$ cat src/rtl/top_cs_pkg.sv
package top_cs_pkg;
    localparam int ADDR_W   = 20;
    localparam int SIZE_W   = 3;
    localparam int MIN_LOG2 = 16;
    localparam int NUM_SIZES = 4;
    localparam int SEG_W    = 4;

    typedef logic [ADDR_W-1:0] addr_t;
    typedef logic [1:0]        size_code_t;

    typedef struct packed {
        logic top_hit;
        logic low_hit;
    } decode_t;

    function automatic logic size_code_ok(input logic [SIZE_W-1:0] c);
        return c < SIZE_W'(NUM_SIZES);
    endfunction

    function automatic addr_t window_base(input size_code_t c);
        logic [ADDR_W:0] span;
        span = (ADDR_W+1)'(1) << (MIN_LOG2 + int'(c));
        return addr_t'(((ADDR_W+1)'(1) << ADDR_W) - span);
    endfunction
endpackage

$ cat src/rtl/cs_size_reg.sv
module cs_size_reg
    import top_cs_pkg::*;
(
    input  logic              clk,
    input  logic              rst,
    input  logic              we,
    input  logic [SIZE_W-1:0] wdata,
    output size_code_t        code
);
    always_ff @(posedge clk) begin
        if (rst)
            code <= '0;
        else if (we && size_code_ok(wdata))
            code <= size_code_t'(wdata);
    end

    a_r2_legal_only: assert property (@(posedge clk) disable iff (rst)
        !$stable(code) |-> ($past(we) && $past(wdata) < SIZE_W'(NUM_SIZES)));
endmodule

$ cat src/rtl/cs_addr_decode.sv
module cs_addr_decode
    import top_cs_pkg::*;
(
    input  addr_t      addr,
    input  size_code_t code,
    output decode_t    dec
);
    addr_t base;
    always_comb begin
        base        = window_base(code);
        dec.top_hit = addr >= base;
        dec.low_hit = addr[ADDR_W-1 -: SEG_W] == '0;
    end
endmodule

$ cat src/rtl/cs_cycle_hold.sv
module cs_cycle_hold
    import top_cs_pkg::*;
(
    input  logic    clk,
    input  logic    rst,
    input  logic    cyc_start,
    input  logic    cyc_end,
    input  decode_t dec_in,
    output decode_t dec_q,
    output logic    active
);
    always_ff @(posedge clk) begin
        if (rst) begin
            active <= 1'b0;
            dec_q  <= '0;
        end else if (cyc_start) begin
            active <= 1'b1;
            dec_q  <= dec_in;
        end else if (cyc_end) begin
            active <= 1'b0;
            dec_q  <= '0;
        end
    end

    a_r5_idle_clear: assert property (@(posedge clk) disable iff (rst)
        !active |-> dec_q == '0);
    a_r8_hold_stable: assert property (@(posedge clk) disable iff (rst)
        ($past(active) && !$past(cyc_start) && !$past(cyc_end)) |-> $stable(dec_q));
endmodule

$ cat src/rtl/top_cs_decoder.sv
module top_cs_decoder
    import top_cs_pkg::*;
(
    input  logic              clk,
    input  logic              rst,
    input  logic [19:0]       addr,
    input  logic              cyc_start,
    input  logic              cyc_end,
    input  logic              bus_hold,
    input  logic              cfg_we,
    input  logic [2:0]        cfg_size,
    output logic              csel_top_n,
    output logic              low_seg_n
);
    size_code_t code;
    decode_t    dec_now, dec_q;
    logic       active;

    cs_size_reg u_size (
        .clk(clk), .rst(rst), .we(cfg_we), .wdata(cfg_size), .code(code)
    );

    cs_addr_decode u_dec (
        .addr(addr), .code(code), .dec(dec_now)
    );

    cs_cycle_hold u_hold (
        .clk(clk), .rst(rst), .cyc_start(cyc_start), .cyc_end(cyc_end),
        .dec_in(dec_now), .dec_q(dec_q), .active(active)
    );

    assign csel_top_n = !(dec_q.top_hit && !bus_hold);
    assign low_seg_n  = !dec_q.low_hit;

    a_r7_hold_blocks: assert property (@(posedge clk) disable iff (rst)
        bus_hold |-> csel_top_n);
    a_r5_idle_high: assert property (@(posedge clk) disable iff (rst)
        !active |-> (csel_top_n && low_seg_n));
    a_r6_low_seg: assert property (@(posedge clk) disable iff (rst)
        (cyc_start && addr[19:16] == 4'h0) |=> !low_seg_n);
endmodule

$ cat config.mk
export PLATFORM = sky130hd
export DESIGN_NAME = top_cs_decoder
export DESIGN_NICKNAME = d
export VERILOG_FILES = /design/src/rtl/top_cs_pkg.sv /design/src/rtl/cs_size_reg.sv /design/src/rtl/cs_addr_decode.sv /design/src/rtl/cs_cycle_hold.sv /design/src/rtl/top_cs_decoder.sv
export SDC_FILE = /design/constraint.sdc
export NUM_CORES = 1
export LEC_CHECK = 0
export BUFFER_PORTS_ARGS = -buffer_cell sky130_fd_sc_hd__buf_2
export CORE_AREA = 2 2 39 41
export CTS_CLUSTER_DIAMETER = 100
export CTS_CLUSTER_SIZE = 12
export DETAILED_ROUTE_END_ITERATION = 7
export DIE_AREA = 0 0 41 43
export SETUP_SLACK_MARGIN = 0.05
export SLEW_MARGIN = 20
export SYNTH_ARGS = -nofsm -noshare
export SYNTH_HDL_FRONTEND = slang
export SYNTH_SLANG_ARGS = --single-unit
$ cat constraint.sdc
create_clock -name clk -period 2.02 [get_ports clk]
set_input_delay 0.202 -clock clk [delete_from_list [all_inputs] [get_ports clk]]
set_output_delay 0.202 -clock clk [all_outputs]
set_load 0.02 [all_outputs]
==> run_results.csv <==
group,metric,value,unit
status,status,"complete, no violations",
route,drtPass1Iterations,2,
cts,tritoncts,"built",
cells_and_area,fin_nets,81,
floorplanning,core_area,0.00138,mm2
global_route,use_met3,6.28,%
global_route,grt_pass1_wl,786,um
sta,setup_viol,0,
route,drtAntennaViolNets,0,
cells_and_area,diodes,0,
cts,h-tree-depth,1,
logic_synthesis,syn_avg_cell_area,8.89,um2
sta,fin_skew,0.00489,ns
logic_synthesis,synthDistinctLibCells,17,
floorplanning,dieHeight,43,um
cts,numCtsBuffers,3,
global_route,grt_max_degree,6,
logic_synthesis,syn-num-nets,62,
floorplanning,start_util,18.6,%
cells_and_area,drive_above_1_share,39.1,%
sta,rsz0062_at_grt,"false",
setup_path,cp-endpoint,"u_hold.dec_q[1]$_SDFFE_PP0P_",
global_route,gr-total-overflow,0,
cts,post-cts-setup-buffers,0,
cts,clk_latency,0.23,ns
setup_path,startpoint_type,"register",
global_route,use_met1,6.75,%
setup_path,timing.rr.end,"u_hold.dec_q[1]$_SDFFE_PP0P_",
global_route,first_global_vias,218,
cts,cts_root_buf,"clkbuf_4",
cts,cts.hold.buffers_added,0,
setup_path,worstPathMaxFanout,4,
logic_synthesis,syn_area,258,um2
cells_and_area,syn_to_final_growth,43.7,%
sta,hold_viol_final,0,
global_route,grtUsageTotal,7.13,%
route,routed-via-count,255,
floorplanning,dieWidth,41,um
logic_synthesis,ys_seq_area_share,31.1,%
place,gp_congestion,0.711,
route,routedWlPerCell,7.66,um
place,port_buffers,14,
worst_hold_path,holdCritPathClass,"input port to register",
setup_path,crit_start,"u_size.code[1]$_SDFFE_PP0P_",
sta,fin_setup_tns,0,ns
logic_synthesis,synth_cells,29,
logic_synthesis,synth_warnings,0,
cts,cts_max_path_buffers,2,
route,totalWireLength,475,um
setup_path,rr_worst_depth,5,
sta,slew_viol_final,0,
setup_path,path_class,"register to register",
sta,fmax,0.712,GHz
logic_synthesis,synth-seq-cells,4,
cts,clk_pin_slew,0.04,ns
cells_and_area,fillers,164,
power,ir_drop,347,uV
sta,finalCritPeriodShare,69.6,%
place,dp_hpwl,429,um
floorplanning,num_rows,14,
cts,cts_resized,0,
power,power,0.000215,W
sta,fin_crit,1.40,ns
setup_path,rr_startpoint,"u_size.code[1]$_SDFFE_PP0P_",
route,drt_iter0_markers,1,
run,cap_violations,0,
floorplanning,die_area,0.00176,mm2
setup_path,critPathArrivalTime,1.51,ns
route,vias_per_cell,4.11,
global_route,antenna_found_initial,0,
global_route,use_met2,10.0,%
power,p_per_area,580,mW/mm2
setup_path,critPathCaptureType,"register",
setup_path,worst-endpoint-required,2.13,ns
setup_path,r2r_setup_slack,0.62,ns
cts,clock-sinks,4,
floorplanning,io_pins,31,
power,total_leakage_power,0.174,nW
global_route,grt_busiest_layer,"met2",
route,drcViolationCount,0,
## layer usage
| layer | up-vias | routed length [um] |
|---|---|---|
| li1 | 137 | - |
| met1 | 108 | 209 |
| met2 | 10 | 210 |
| met3 | 0 | 55 |
| met4 | 0 | 0 |
| met5 | - | 0 |
## where the power goes
| part | switching, W | total [W] | internal [W] |
|---|---|---|---|
| clock network | 0.0000294 | 0.0000956 | 0.0000662 |
| logic | 0.0000154 | 0.0000344 | 0.0000189 |
| registers | 0.00000208 | 0.0000848 | 0.0000828 |
## per-stage QoR
step	worst slack (ns)	hold slack (ns)	utilization, %	area (um2)	cells
2_1_floorplan	0.697	0.274	-	258	29
3_3_place_gp	0.633	0.435	25.1	348	59
3_5_place_dp	0.611	0.439	25.1	348	59
4_1_cts	0.602	0.195	26.8	370	62
5_1_grt	0.559	0.203	26.8	370	62
6_report	0.615	0.198	26.8	370	62
## synth_stat cells
master | instances | area share [%]
dfxtp_1 | 4 | 31
ha_1 | 4 | 19
a21oi_1 | 3 | 5.8
nor2_1 | 3 | 4.4
mux2i_1 | 2 | 7.8
nor3b_1 | 2 | 5.8
a211oi_1 | 1 | 2.9
and2_1 | 1 | 2.4
and2b_1 | 1 | 2.9
conb_1 | 1 | 1.5
inv_1 | 1 | 1.5
nand2_1 | 1 | 1.5
nand2b_1 | 1 | 2.4
nor4_1 | 1 | 2.4
o211ai_1 | 1 | 2.9
o21bai_1 | 1 | 2.9
or2_2 | 1 | 2.4
## layout make-up
type                            instances  area (um2)  area share (%)
Inverter                                1        3.75            1.01
Timing Repair Buffer                   14        70.1            18.9
Sequential cell                         4        80.1            21.6
Clock buffer                            3        22.5            6.08
Multi-Input combinational cell         24         174            47.0
Tap cell                               16        20.0            5.41
## worst min path at each step
stage | from | endpoint | slack (ns) | depth (start not counted)
final | rst | u_size.code[0]$_SDFFE_PP0P_ | 0.20 | 2
after global routing | rst | u_hold.dec_q[0]$_SDFFE_PP0P_ | 0.20 | 2
after CTS | rst | u_size.code[0]$_SDFFE_PP0P_ | 0.20 | 2
after detailed placement | rst | u_hold.dec_q[0]$_SDFFE_PP0P_ | 0.44 | 2
after global placement | rst | u_size.code[1]$_SDFFE_PP0P_ | 0.43 | 2
after floorplan | rst | u_hold.dec_q[0]$_SDFFE_PP0P_ | 0.27 | 1
## layout by cell type (no fill, tap or decap), types with 2 or more instances in the layout
cell type	n
ha_1	4
a21oi_1	3
buf_2	14
nor2_1	3
mux2i_1	2
dfxtp_1	4
clkbuf_4	3
nor3b_1	2
## state kept, by name, indices dropped and copies added, names as in the netlist
signal	count
u_hold.dec_q	2
u_size.code	2
## worst max-delay path, stage by stage (launching register included)
cell      delay [ns]
dfxtp_1         0.33
or2_2           0.28
ha_1            0.27
o211ai_1        0.17
a211oi_1        0.09
o21bai_1        0.15
## cells by family after synthesis
kind of cell	Yosys count	synth area share (%)
buffers and inverters	1	1.45
other	1	1.45
muxes	2	7.77
and+or+nand+nor	11	24.3
AOI/OAI and AO/OA	6	14.6
DFF	4	31.1
adders and majority gates	4	19.4
Note: power is estimated with default switching activity, not from simulation.
